[src/rtl/pwm_brake_pkg.sv]
package pwm_brake_pkg;
  localparam int SRC_N     = 6;
  localparam int SRC_CMP0  = 0;
  localparam int SRC_CMP1  = 1;
  localparam int SRC_PIN0  = 2;
  localparam int SRC_PIN1  = 3;
  localparam int SRC_ADC   = 4;
  localparam int SRC_SYS   = 5;
  localparam int SYS_N     = 4;
  localparam int PIN_N     = 2;
  localparam int DIV_SEL_W = 3;
  localparam int DIV_CNT_W = (1 << DIV_SEL_W) - 1;

  // low bits of the free-running counter that must all be one for a tick
  function automatic logic [DIV_CNT_W-1:0] div_mask(input logic [DIV_SEL_W-1:0] sel);
    logic [DIV_CNT_W:0] one;
    one = 1;
    return DIV_CNT_W'((one << sel) - 1'b1);
  endfunction

  // true when this differing tick completes the required run
  function automatic logic filt_reached(input int unsigned cnt, input int unsigned thr);
    return (cnt + 1) >= thr;
  endfunction
endpackage

[src/rtl/brake_tick_gen.sv]
module brake_tick_gen
  import pwm_brake_pkg::*;
(
  input  logic                 clk,
  input  logic                 rst_n,
  input  logic [DIV_SEL_W-1:0] div_sel,
  output logic                 tick
);
  logic [DIV_CNT_W-1:0] cnt_q;
  logic [DIV_CNT_W-1:0] mask;

  assign mask = div_mask(div_sel);
  assign tick = (cnt_q & mask) == mask;

  always_ff @(posedge clk or negedge rst_n) begin
    if (!rst_n) cnt_q <= '0;
    else        cnt_q <= cnt_q + 1'b1;
  end
endmodule

[src/rtl/brake_pin_filter.sv]
module brake_pin_filter
  import pwm_brake_pkg::*;
#(
  parameter int CNT_W = 4
) (
  input  logic             clk,
  input  logic             rst_n,
  input  logic             pin,
  input  logic             invert,
  input  logic             en,
  input  logic             tick,
  input  logic [CNT_W-1:0] thr,
  output logic             level
);
  logic             raw;
  logic [CNT_W-1:0] run_q;

  assign raw = pin ^ invert;

  always_ff @(posedge clk or negedge rst_n) begin
    if (!rst_n) begin
      level <= 1'b0;
      run_q <= '0;
    end else if (!en) begin
      level <= raw;
      run_q <= '0;
    end else if (tick) begin
      if (raw == level) begin
        run_q <= '0;
      end else if (filt_reached(32'(run_q), 32'(thr))) begin
        level <= raw;
        run_q <= '0;
      end else begin
        run_q <= run_q + 1'b1;
      end
    end
  end
endmodule

[src/rtl/brake_pair_ctrl.sv]
module brake_pair_ctrl (
  input  logic clk,
  input  logic rst_n,
  input  logic edge_hit,
  input  logic lvl_hit,
  input  logic sw_edge,
  input  logic sw_lvl,
  input  logic clr,
  input  logic period_end,
  output logic edge_q,
  output logic lvl_q,
  output logic new_evt
);
  logic edge_set;
  logic lvl_now;

  assign edge_set = edge_hit | sw_edge;
  assign lvl_now  = lvl_hit | sw_lvl;
  assign new_evt  = (edge_set & ~edge_q) | (lvl_now & ~lvl_q);

  always_ff @(posedge clk or negedge rst_n) begin
    if (!rst_n) begin
      edge_q <= 1'b0;
      lvl_q  <= 1'b0;
    end else begin
      if (edge_set)  edge_q <= 1'b1;
      else if (clr)  edge_q <= 1'b0;
      if (lvl_now)         lvl_q <= 1'b1;
      else if (period_end) lvl_q <= 1'b0;
    end
  end
endmodule

[src/rtl/pwm_brake_ctrl.sv]
module pwm_brake_ctrl
  import pwm_brake_pkg::*;
#(
  parameter int N_PAIRS    = 3,
  parameter int FILT_CNT_W = 4
) (
  input  logic                  clk,
  input  logic                  rst_n,
  input  logic [1:0]            cmp_in,
  input  logic [PIN_N-1:0]      brk_pin,
  input  logic                  adc_mon,
  input  logic [SYS_N-1:0]      sys_fail,
  input  logic [SYS_N-1:0]      sys_sel,
  input  logic [SRC_N-1:0]      edge_en,
  input  logic [SRC_N-1:0]      level_en,
  input  logic [PIN_N-1:0]      pin_invert,
  input  logic                  filt_en,
  input  logic [DIV_SEL_W-1:0]  filt_div,
  input  logic [FILT_CNT_W-1:0] filt_thr,
  input  logic [N_PAIRS-1:0]    sw_edge_req,
  input  logic [N_PAIRS-1:0]    sw_level_req,
  input  logic [N_PAIRS-1:0]    edge_clr,
  input  logic [N_PAIRS-1:0]    period_end,
  output logic [N_PAIRS-1:0]    edge_flag,
  output logic [N_PAIRS-1:0]    level_flag,
  output logic [N_PAIRS-1:0]    brake_active,
  output logic [2*N_PAIRS-1:0]  out_mask,
  output logic                  brake_irq
);
  localparam int MASK_W = 2 * N_PAIRS;

  logic               filt_tick;
  logic [PIN_N-1:0]   pin_f;
  logic               sys_hit;
  logic [SRC_N-1:0]   src;
  logic [SRC_N-1:0]   src_q;
  logic               ev_edge_hit;
  logic               ev_lvl_hit;
  logic [N_PAIRS-1:0] ev_new;

  brake_tick_gen u_tick (
    .clk     (clk),
    .rst_n   (rst_n),
    .div_sel (filt_div),
    .tick    (filt_tick)
  );

  for (genvar i = 0; i < PIN_N; i++) begin : g_pin
    brake_pin_filter #(.CNT_W(FILT_CNT_W)) u_filt (
      .clk    (clk),
      .rst_n  (rst_n),
      .pin    (brk_pin[i]),
      .invert (pin_invert[i]),
      .en     (filt_en),
      .tick   (filt_tick),
      .thr    (filt_thr),
      .level  (pin_f[i])
    );
  end

  assign sys_hit = |(sys_fail & sys_sel);

  always_comb begin
    src           = '0;
    src[SRC_CMP0] = cmp_in[0];
    src[SRC_CMP1] = cmp_in[1];
    src[SRC_PIN0] = pin_f[0];
    src[SRC_PIN1] = pin_f[1];
    src[SRC_ADC]  = adc_mon;
    src[SRC_SYS]  = sys_hit;
  end

  always_ff @(posedge clk or negedge rst_n) begin
    if (!rst_n) src_q <= '0;
    else        src_q <= src;
  end

  assign ev_edge_hit = |(edge_en & src & ~src_q);
  assign ev_lvl_hit  = |(level_en & src);

  for (genvar p = 0; p < N_PAIRS; p++) begin : g_pair
    brake_pair_ctrl u_pair (
      .clk        (clk),
      .rst_n      (rst_n),
      .edge_hit   (ev_edge_hit),
      .lvl_hit    (ev_lvl_hit),
      .sw_edge    (sw_edge_req[p]),
      .sw_lvl     (sw_level_req[p]),
      .clr        (edge_clr[p]),
      .period_end (period_end[p]),
      .edge_q     (edge_flag[p]),
      .lvl_q      (level_flag[p]),
      .new_evt    (ev_new[p])
    );
    assign brake_active[p]   = edge_flag[p] | level_flag[p];
    assign out_mask[2*p]     = brake_active[p];
    assign out_mask[2*p + 1] = brake_active[p];
  end

  always_ff @(posedge clk or negedge rst_n) begin
    if (!rst_n) brake_irq <= 1'b0;
    else        brake_irq <= |ev_new;
  end

  logic [MASK_W-1:0] unused_width_chk;
  assign unused_width_chk = out_mask;
endmodule

[config.mk]
export PLATFORM = sky130hd
export DESIGN_NAME = pwm_brake_ctrl
export DESIGN_NICKNAME = d
export VERILOG_FILES = /design/src/rtl/pwm_brake_pkg.sv /design/src/rtl/brake_tick_gen.sv /design/src/rtl/brake_pin_filter.sv /design/src/rtl/brake_pair_ctrl.sv /design/src/rtl/pwm_brake_ctrl.sv
export SDC_FILE = /design/constraint.sdc
export NUM_CORES = 1
export LEC_CHECK = 0
export ABC_AREA = 0
export BUFFER_PORTS_ARGS = -buffer_cell sky130_fd_sc_hd__buf_4
export CELL_PAD_IN_SITES_DETAIL_PLACEMENT = 0
export CELL_PAD_IN_SITES_GLOBAL_PLACEMENT = 1
export CORE_MARGIN = 4
export CORE_UTILIZATION = 36
export DETAILED_ROUTE_END_ITERATION = 8
export HOLD_SLACK_MARGIN = 0.06
export PLACE_DENSITY = 0.87
export SYNTH_ARGS = -nofsm -noshare
export SYNTH_HDL_FRONTEND = slang
export SYNTH_SLANG_ARGS = --single-unit
[constraint.sdc]
create_clock -name clk -period 2.5 [get_ports clk]
set_clock_uncertainty 0.1 [all_clocks]
set_input_delay 0.5 -clock clk [delete_from_list [all_inputs] [get_ports clk]]
set_output_delay 0.5 -clock clk [all_outputs]
set_load 0.005 [all_outputs]
# [Word level (Yosys, flattened, before mapping)]
# Index checks and enable logic that the tools add are counted.
[op_classes] addsub=6 muxes=28 n_eq_ne=8 reduce_logical=12 n_shift=1 bitwise_logic=32 order_cmp=2
[op_table] cell="$ge A32 B4 Y1" count=2
[op_table] cell="$mux W4" count=8
[op_table] cell="$mux W1" count=20
[op_table] cell="$and A6 B6 Y6" count=3
[op_table] cell="$or A1 B1 Y1" count=12
[op_table] cell="$reduce_bool A2 Y1" count=6
[op_table] cell="$reduce_or A6 Y1" count=2
[op_table] cell="$add A4 B1 Y5 const B" count=2
[op_table] cell="$add A4 B1 Y4 const B" count=2
[op_table] cell="$add A7 B1 Y7 const B" count=1
[op_table] cell="$and A7 B7 Y7" count=1
[op_table] cell="$eq A7 B7 Y1" count=1
[op_table] cell="$shl A1 B3 Y7 const A" count=1
[op_table] cell="$sub A7 B1 Y7 const B" count=1
[op_table] cell="$and A1 B1 Y1" count=6
[op_table] cell="$ne A2 B1 Y1 const B" count=3
[op_table] cell="$not A1 Y1" count=6
[op_table] cell="$not A6 Y6" count=1
[op_table] cell="$reduce_and A3 Y1" count=2
[op_table] cell="$and A4 B4 Y4" count=1
[op_table] cell="$ne A2 B2 Y1 const B" count=2
[op_table] cell="$reduce_or A4 Y1" count=1
[op_table] cell="$reduce_or A3 Y1" count=1
[op_table] cell="$eq A1 B1 Y1" count=2
[op_table] cell="$xor A1 B1 Y1" count=2
[totals] input_bits=49 ff_bits=30

# [Depth between registers and ports, before layout]
# Gate-level depths: netlist of run 1.
[logic_depth] ltp_word=9 ltp_mapped=9 depth_no_buf=9

# [By module]
# From an unflattened synthesis of run 1, not the netlist that was laid out.
[unflattened] hier_cells=168 area_unflattened_um2=1711.6
[by_module_without_submodules] mod="brake_pin_filter" area_per_inst_um2=392.9 instances=2 cells_each=40
[by_module_without_submodules] mod="pwm_brake_ctrl" area_per_inst_um2=356.6 instances=1 cells_each=33
[by_module_without_submodules] mod="brake_tick_gen" area_per_inst_um2=325.3 instances=1 cells_each=28
[by_module_without_submodules] mod="brake_pair_ctrl" area_per_inst_um2=81.3 instances=3 cells_each=9

# [Least setup slack after synthesis of run 1]
# Ideal clock, no wire load.
[synth_timing] path_kind="flip-flop to flip-flop" start="register g_pin[0].u_filt.run_q[0]" end="register g_pin[0].u_filt.level" path_buffers=0 path_stages_with_launch=8 path_slack_ns=0.513 synth_period_minus_slack_ns=1.987 setup_ns=0.127 arrival_ns=1.760 path_cell_list="dfrtp_1 > ha_1 > xor2_1 > ha_1 > o21ai_0 > o21ai_1 > nor2b_2 > mux2_1"
[synth_via] elab_chain_len=4
[synth_lines] item="start, declared" line="brake_pin_filter.sv:16" rtl="logic [CNT_W-1:0] run_q;"
[synth_lines] item="start signal, assigned" line="brake_pin_filter.sv:34" rtl="run_q <= run_q + 1'b1;"
[synth_lines] item="$add A4 B1 Y5" line="pwm_brake_pkg.sv:23" rtl="return (cnt + 1) >= thr;"
[synth_lines] item="$ge A32 B4 Y1" line="pwm_brake_pkg.sv:23"
[synth_lines] item="$ne A2 B1 Y1 (no source line)"
[synth_lines] item="$reduce_and A3 Y1 (no source line)"
[synth_lines] item="end signal, assigned" line="brake_pin_filter.sv:25" rtl="level <= raw;"
[synth_lines] item="end signal, assigned" line="brake_pin_filter.sv:31" rtl="level <= raw;"
[synth_lines] item="end, declared" line="brake_pin_filter.sv:13" rtl="output logic level"
# No other way between the ends.
# A chain may end at the register's enable or synchronous reset.

# [Worst setup path after layout of run 1]
# Same ends and word-level chain as after synthesis.

==> results by group, run 1 <==
Clock network
  – # Post-CTS Setup Buffers: 0
  – Clock latency on the worst-skew pair: roughly 280 ps
  – CTS Hold Bufs: 1
  – CTS Buffer Depth: 2
  – Clock slew at reported path FFs: roughly 60 ps
  – Clock tree from TritonCTS: yes
  – CTS Buf Count: 5
  – Clock root cell: clkbuf_8
  – Clock Sinks: 30
  – Post-CTS Resized: 0
  – H-tree depth: 2

Logic synthesis
  – FF+latch count, synth: 30
  – Xor and xnor area share after synthesis: slightly above 6%
  – Synth Area in Adders: a little over 8%
  – Post-synth top area share: 44.2%
  – Synth area leaders: dfrtp_1 (44%), ha_1 (8.1%), buf_4 (5.3%)
  – Post-synth EDFFs: 0
  – Mapped cell area: 1700 sq um
  – Synth top cells by count: dfrtp_1 (30), nand2_1 (23), inv_1 (14)
  – Primary FF master, synth: dfrtp_1
  – Most common cell in the netlist: dfrtp_1
  – Post-Syn Nets: around 240
  – Synth Area in Compound Gates: approximately 17%
  – Area leader, netlist: dfrtp_1
  – Avg Inst Size Synth: ~9.6 sq um
  – Mapped Cells: between 150 and 200
  – Unique masters post-synth: 33
  – Mux cell area share after synthesis: ~1.3%
  – Post-synthesis simple-gate area fraction: between 15 and 20%
  – Ys async rst share: 100%
  – Largest family of logic cells by synthesized area: compound AO/OA/AOI/OAI gates
  – YS warnings: 0
  – Seq/Total Area, Yosys: around 44%

Die
  – Die Y: 76.7 um
  – Initial Util: approximately two fifths
  – IO Pins: 65
  – Die W: between 70 and 80 um
  – Core Rows: 24
  – Core ar.: ~4500 sq um
  – Die footprint: 5890 sq um

Routing
  – Highest metal used: met4
  – Residual DRC: 0
  – Wire length on met2: roughly 1700 um
  – Drt initial violations: 41
  – Routed vias/inst: about 5
  – Routed WL: roughly 3700 um
  – Post-DRT Antenna Nets: 0
  – Met3 routed WL: around 280 um
  – Via count: about 1400
  – Drt pass-1 iters: 4
  – Avg WL per Cell: 12.7 um
  – Met1 WL: 1620 um

Power
  – Sw Share: around a quarter
  – Leak Pwr: 1.14 nW
  – Clock share of power: about 37%
  – Peak supply drop: 0.312 mV
  – Power Internal: ~990 uW
  – Comb power frac: between 15 and 20%
  – Power Density: approximately 580 nW/um^2
  – Sw power: 330 uW
  – Reg power frac: 42.8%

Timing
  – Slew margin rel.: about 72%
  – Hold Vio Cnt, Final: 0
  – Fmax: around 470 MHz
  – Final Cycle Share: 84.6%
  – RSZ-0062 raised after global routing: no
  – Least-Margin Pin Slew: about 420 ps
  – Final min period: roughly 2100 ps
  – Final setup fails: 0
  – Max Transition Viols Final: 0
  – TNS Setup: 0 ps
  – Final worst setup slack: between 300 and 400 ps

Global routing
  – Total GRT Usage: a little over an eighth
  – First-pass GRT wire length: between 6000 and 7000 um
  – Largest net degree at the start of global routing: 31
  – Vias in the first global route: roughly 1400
  – Initial antenna violation count: 0
  – Gr ovfl total: 0

Cells and area
  – Layout cells sized above 1: about a third
  – Layout area overhead: 33.7%
  – Nets@finish: 296
  – ANT cells: 0

Critical path
  – Crit start category: flip-flop
  – Worst reg2reg path endpoint: g_pin[0].u_filt.level
  – R2r setup slk: about 380 ps
  – Data required, critical path: between 2000 and 3000 ps
  – Crit path kind: flip-flop to flip-flop
  – Crit path to: g_pin[0].u_filt.level
  – Crit path DAT: between 2000 and 2500 ps
  – Setup crit start: g_pin[0].u_filt.run_q[0]
  – Worst Path Max Fanout: 5
  – CP Capture Type: flip-flop
  – Worst Reg-to-Reg Cells: 7
  – Reg2reg start: g_pin[0].u_filt.run_q[0]

Placed design
  – PortBufs: 64
  – DP Worst Slack: ~370 ps
  – Routability Congestion: 0.770
  – DP HPWL: a little under 3000 um

Run
  – # Max-Cap Violations: 0

Outcome
  – Status: finished, final reports clean

Worst hold path
  – Class of the worst hold path: input port to flip-flop
-- cell usage in the layout (no fill, tap or decap), types with 2 or more instances in the layout --
| cell | n |
|---|---|
| a211oi_1 | 2 |
| a21boi_1 | 2 |
| a22oi_1 | 4 |
| a311oi_1 | 2 |
| buf_4 | 64 |
| clkbuf_8 | 6 |
| dfrtp_1 | 30 |
| ha_1 | 11 |
| inv_1 | 14 |
| mux2_1 | 2 |
| nand2_1 | 23 |
| nand2b_1 | 7 |
| nand3_1 | 4 |
| nand4_1 | 2 |
| nor2_1 | 12 |
| o21ai_0 | 12 |
| o21ai_1 | 10 |
| o22ai_1 | 2 |
| xnor2_1 | 6 |
| xor2_1 | 6 |
-- power groups by stage --
stage	Combinational, mW	Clock, mW	Sequential (mW)
3_3_place_gp	0.263	0	0.572
5_1_grt	0.303	0.533	0.571
6_report	0.263	0.492	0.565
2_1_floorplan	0.157	0	0.565
3_5_place_dp	0.264	0	0.575
4_1_cts	0.268	0.509	0.566
-- per-stage QoR --
stage / area [sq um] / hold slack (ps) / instances / power [mW] / util, %
floorplan: 1700 / 104 / 177 / 0.722 / -
global placement: 2150 / 348 / 280 / 0.835 / 48.1
detailed placement: 2150 / 351 / 280 / 0.839 / 48.1
CTS: 2270 / 236 / 288 / 1.34 / 50.8
global route: 2270 / 230 / 288 / 1.41 / 50.8
finish: 2270 / 247 / 288 / 1.32 / 50.8
-- flip-flops by register name (all words and copies together) (netlist names) --
register,flops
brake_irq,1
g_pin.u_filt.run_q,8
src_q,6
g_pair.u_pair.lvl_q,3
g_pin.u_filt.level,2
g_pair.u_pair.edge_q,3
u_tick.cnt_q,7
-- worst max-delay path, cell delays in order (launching register included) --
cell      delay [ps]
dfrtp_1          420
ha_1             270
xor2_1           180
ha_1             200
a211oi_1         210
o21ai_1          130
nor2b_2          170
mux2_1           310
-- how the worst min path moves through the flow --
stage / from / endpoint / slack [ps] / cells past startpoint
6_report: adc_mon / src_q[4] / 250 / 1
5_1_grt: adc_mon / src_q[4] / 230 / 1
4_1_cts: adc_mon / src_q[4] / 240 / 1
3_5_place_dp: rst_n / g_pair[1].u_pair.edge_q / 350 / 1
3_3_place_gp: rst_n / g_pair[1].u_pair.edge_q / 350 / 1
2_1_floorplan: rst_n / brake_irq / 100 / 0
-- layout make-up --
class,instances,area [sq um]
Multi-Input combinational cell,120,802
Sequential cell,30,751
Fill cell,439,2200
Clock inverter,1,30.0
Inverter,14,52.6
Tap cell,52,65.1
Clock buffer,6,82.6
Timing Repair Buffer,65,490
-- cell families (layout without fill, tap and decap cells) --
family / count (synthesis) / in the layout
AOI/OAI and AO/OA: 41 / 41
DFF: 30 / 30
adders and majority gates: 11 / 11
and+or+nand+nor: 54 / 54
buffers and inverters: 27 / 86
xor gates and xnor gates: 12 / 12
muxes: 2 / 2
-- metal layers --
metal | vias up | global-route usage, %
met2 | 53 | 21.2
met1 | 635 | 16.5
li1 | 713 | -
met4 | 0 | 5.43
met3 | 5 | 4.33
met5 | - | 0
Power figures use the tool's default switching activity.
==> run 2: changes to the inputs <==
--- a/config.mk
+++ b/config.mk
@@ -5,15 +5,15 @@
 export SDC_FILE = /design/constraint.sdc
 export NUM_CORES = 1
 export LEC_CHECK = 0
-export ABC_AREA = 0
+export ABC_AREA = 1
 export BUFFER_PORTS_ARGS = -buffer_cell sky130_fd_sc_hd__buf_4
 export CELL_PAD_IN_SITES_DETAIL_PLACEMENT = 0
 export CELL_PAD_IN_SITES_GLOBAL_PLACEMENT = 1
 export CORE_MARGIN = 4
-export CORE_UTILIZATION = 36
+export CORE_UTILIZATION = 32
 export DETAILED_ROUTE_END_ITERATION = 8
 export HOLD_SLACK_MARGIN = 0.06
-export PLACE_DENSITY = 0.87
+export PLACE_DENSITY = 0.82
 export SYNTH_ARGS = -nofsm -noshare
 export SYNTH_HDL_FRONTEND = slang
 export SYNTH_SLANG_ARGS = --single-unit
==> constraint.sdc (replaced) <==
create_clock -name clk -period 1.7 [get_ports clk]
set_clock_uncertainty 0.1 [all_clocks]
set_input_delay 0.34 -clock clk [delete_from_list [all_inputs] [get_ports clk]]
set_output_delay 0.34 -clock clk [all_outputs]
set_load 0.005 [all_outputs]
==> results by group, run 2 <==
Critical path
  – Crit-path cells: ha_4 -> xor2_2 -> ha_1 -> nand2_1 -> inv_2 -> nand2_2 -> nand4_1 -> nor2_2 -> nand3_1 -> o21ai_2
  – CP Capture Type: flip-flop
  – Crit-path slowest cell: dfrtp_1
  – Worst Reg-to-Reg Cells: 10
  – Data required, critical path: approximately 1800 ps
  – Crit start category: flip-flop
  – Reg2reg start: g_pin[1].u_filt.run_q[1]
  – Critical path depth in cells: 10
  – Setup crit start: g_pin[1].u_filt.run_q[1]
  – Worst reg2reg path endpoint: g_pin[1].u_filt.run_q[2]
  – Worst stage delay on the critical path: 430 ps
  – R2r setup slk: -230 ps
  – Crit path to: g_pin[1].u_filt.run_q[2]
  – Top delay family on crit path: simple AND/OR/NAND/NOR gates
  – CP bufs+invs: 1
  – Crit path DAT: 2040 ps
  – Worst Path Max Fanout: 4
  – Crit path kind: flip-flop to flip-flop

Clock network
  – CTS Buf Count: 5
  – Clock tree from TritonCTS: yes
  – Clock Sinks: 30
  – Clock slew at reported path FFs: 60 ps
  – CTS Buffer Depth: 2
  – H-tree depth: 2
  – Clock root cell: clkbuf_8
  – Clock latency on the worst-skew pair: between 200 and 300 ps

Outcome
  – Status: complete, but fails checks
  – Failing checks: negative setup slack

Cells and area
  – Nets@finish: between 300 and 400
  – Most frequent cells in the layout: buf_4 (80), nand2_1 (65), inv_1 (35)
  – Fin cells: around 400
  – Area of the multi-input gates: between 900 and 1000 sq um
  – Filler instances: 578
  – Layout cells sized above 1: between 30% and 40%
  – Layout area overhead: 38.8%
  – ANT cells: 0
  – Top reg by flops: g_pin.u_filt.run_q
  – Top flop regs: g_pin.u_filt.run_q: 8 flops, u_tick.cnt_q: 7 flops, src_q: 6 flops
  – Max FFs per register: 8
  – Commonest non-fill, non-tap cell in the layout: buf_4
  – Sequential cell area: about 750 sq um

Power
  – Tot Pwr: 2.09 mW
  – Power Density: approximately 780 nW/um^2
  – Peak supply drop: 0.345 mV
  – Leak Pwr: roughly 1.5 nW

Logic synthesis
  – Mapped cell area: ~1900 sq um
  – Ys async rst share: 100%
  – YS warnings: 0
  – Unique masters post-synth: 23
  – Mapped Cells: between 200 and 250
  – Post-Syn Nets: a little over 300
  – Post-synth EDFFs: 0
  – Avg Inst Size Synth: roughly 7.8 sq um
  – Synth area leaders: dfrtp_1 (39%), nand2_1 (13%), ha_1 (7.2%)
  – Primary FF master, synth: dfrtp_1
  – Seq/Total Area, Yosys: approximately two fifths
  – FF+latch count, synth: 30
  – Post-synth top area share: between 30% and 40%
  – Most common cell in the netlist: nand2_1
  – Synth top cells by count: nand2_1 (66), inv_1 (36), dfrtp_1 (30)
  – Area leader, netlist: dfrtp_1

Die
  – Die footprint: approximately 7300 sq um
  – IO Pins: between 60 and 70
  – Core Rows: 27
  – Core ar.: between 5000 and 6000 sq um
  – Die W: roughly 85 um
  – Die Y: between 80 and 90 um
  – Initial Util: about a third

Global routing
  – Largest net degree at the start of global routing: 31
  – Met3 usage: ~2.7%
  – Met2 GRT Util: about a fifth
  – First-pass GRT wire length: between 7000 and 8000 um
  – Total GRT Usage: 12.5%
  – Vias in the first global route: between 1500 and 2000
  – Met1 usage: ~16%
  – Initial antenna violation count: 0
  – Grt peak-use layer: met2
  – Gr ovfl total: 0

Routing
  – Avg WL per Cell: 11.6 um
  – Routed WL: roughly 4500 um
  – Residual DRC: 0
  – Via count: about 1700
  – Drt initial violations: 44
  – Drt pass-1 iters: 4
  – Routed vias/inst: 4.45
  – Post-DRT Antenna Nets: 0

Timing
  – Hold Vio Cnt, Final: 0
  – Fmax: roughly 520 MHz
  – RSZ-0062 raised after global routing: yes
  – Final Cycle Share: 113%
  – Final min period: roughly 1900 ps
  – Final worst setup slack: -228 ps
  – Slew margin rel.: about three quarters
  – Final setup fails: 10
  – Least-Margin Pin Slew: roughly 380 ps
  – Max Transition Viols Final: 0

Placed design
  – PortBufs: 64
  – Placed instance count: 380
  – Routability Congestion: 0.805
  – DP HPWL: about 3700 um
  – DP Worst Slack: -225 ps

Run
  – # Max-Cap Violations: 0

Worst hold path
  – Class of the worst hold path: input port to flip-flop
-- run 2: cell count changes after synthesis, sizes merged, moves of 8 or more --
cell,previous run,this run
inv,14,37
nand2,23,68
nand2b,8,0
nand3,4,26
o21ai,22,6
-- run 2: metal layers --
metal,vias up,share of wire [%]
met5,-,0
met4,0,0.84
met3,5,4.5
met2,39,51
met1,778,44
li1,921,-
-- run 2: final cells by class --
type                       instances  area share [%]
clock buffer                       7            3.24
clock inverter                     1           0.188
inverter                          37            5.31
multi-input combinational        164            36.7
sequential                        30            28.2
tap                               72            3.38
timing repair buffer              81            22.9
-- run 2: worst min-delay path by stage --
stage,end,slack [ps],cells past startpoint,start
6_report,src_q[0],100,1,cmp_in[0]
3_3_place_gp,u_tick.cnt_q[4],200,1,rst_n
2_1_floorplan,brake_irq,-60,0,rst_n
5_1_grt,src_q[0],90,1,cmp_in[0]
4_1_cts,src_q[0],80,1,cmp_in[0]
3_5_place_dp,u_tick.cnt_q[6],200,1,rst_n
-- run 2: cells by family after synthesis --
logic type | after synthesis | share of synthesized area (%)
buffers and inverters | 51 | 13.0
AO/OA/AOI/OAI | 19 | 6.52
AND/OR/NAND/NOR | 121 | 28.2
adder cells (fa/ha/maj) | 11 | 7.18
flip-flops | 30 | 39.1
XOR/XNOR | 13 | 5.94
-- run 2: what timing repair did --
item / in CTS / in global routing
endpoints found under the setup margin: 10 / 10
resized for setup: 2 / 7
buffers inserted: 0 / 3
hold buffers: 1 / 0
pin swaps: 7 / 5
hold endpoints to repair: 30 / 0
-- run 2: power by group --
group	total [mW]	leakage (nW)	switching [mW]	internal [mW]
logic	0.647	1.11	0.330	0.317
registers	0.868	0.356	0.0694	0.798
clock network	0.570	0.0482	0.245	0.326
-- run 2: stage by stage --
step           hold slack (ps)  TNS, ps  instance area (sq um)  utilization [%]
4_1_cts                   84.3    -1810                   2600             45.9
3_5_place_dp               196    -1900                   2490             43.8
6_report                  96.4    -1830                   2660             46.9
3_3_place_gp               197    -1660                   2490             43.8
2_1_floorplan            -55.6     -840                   1930                -
5_1_grt                   87.4    -3320                   2660             46.9
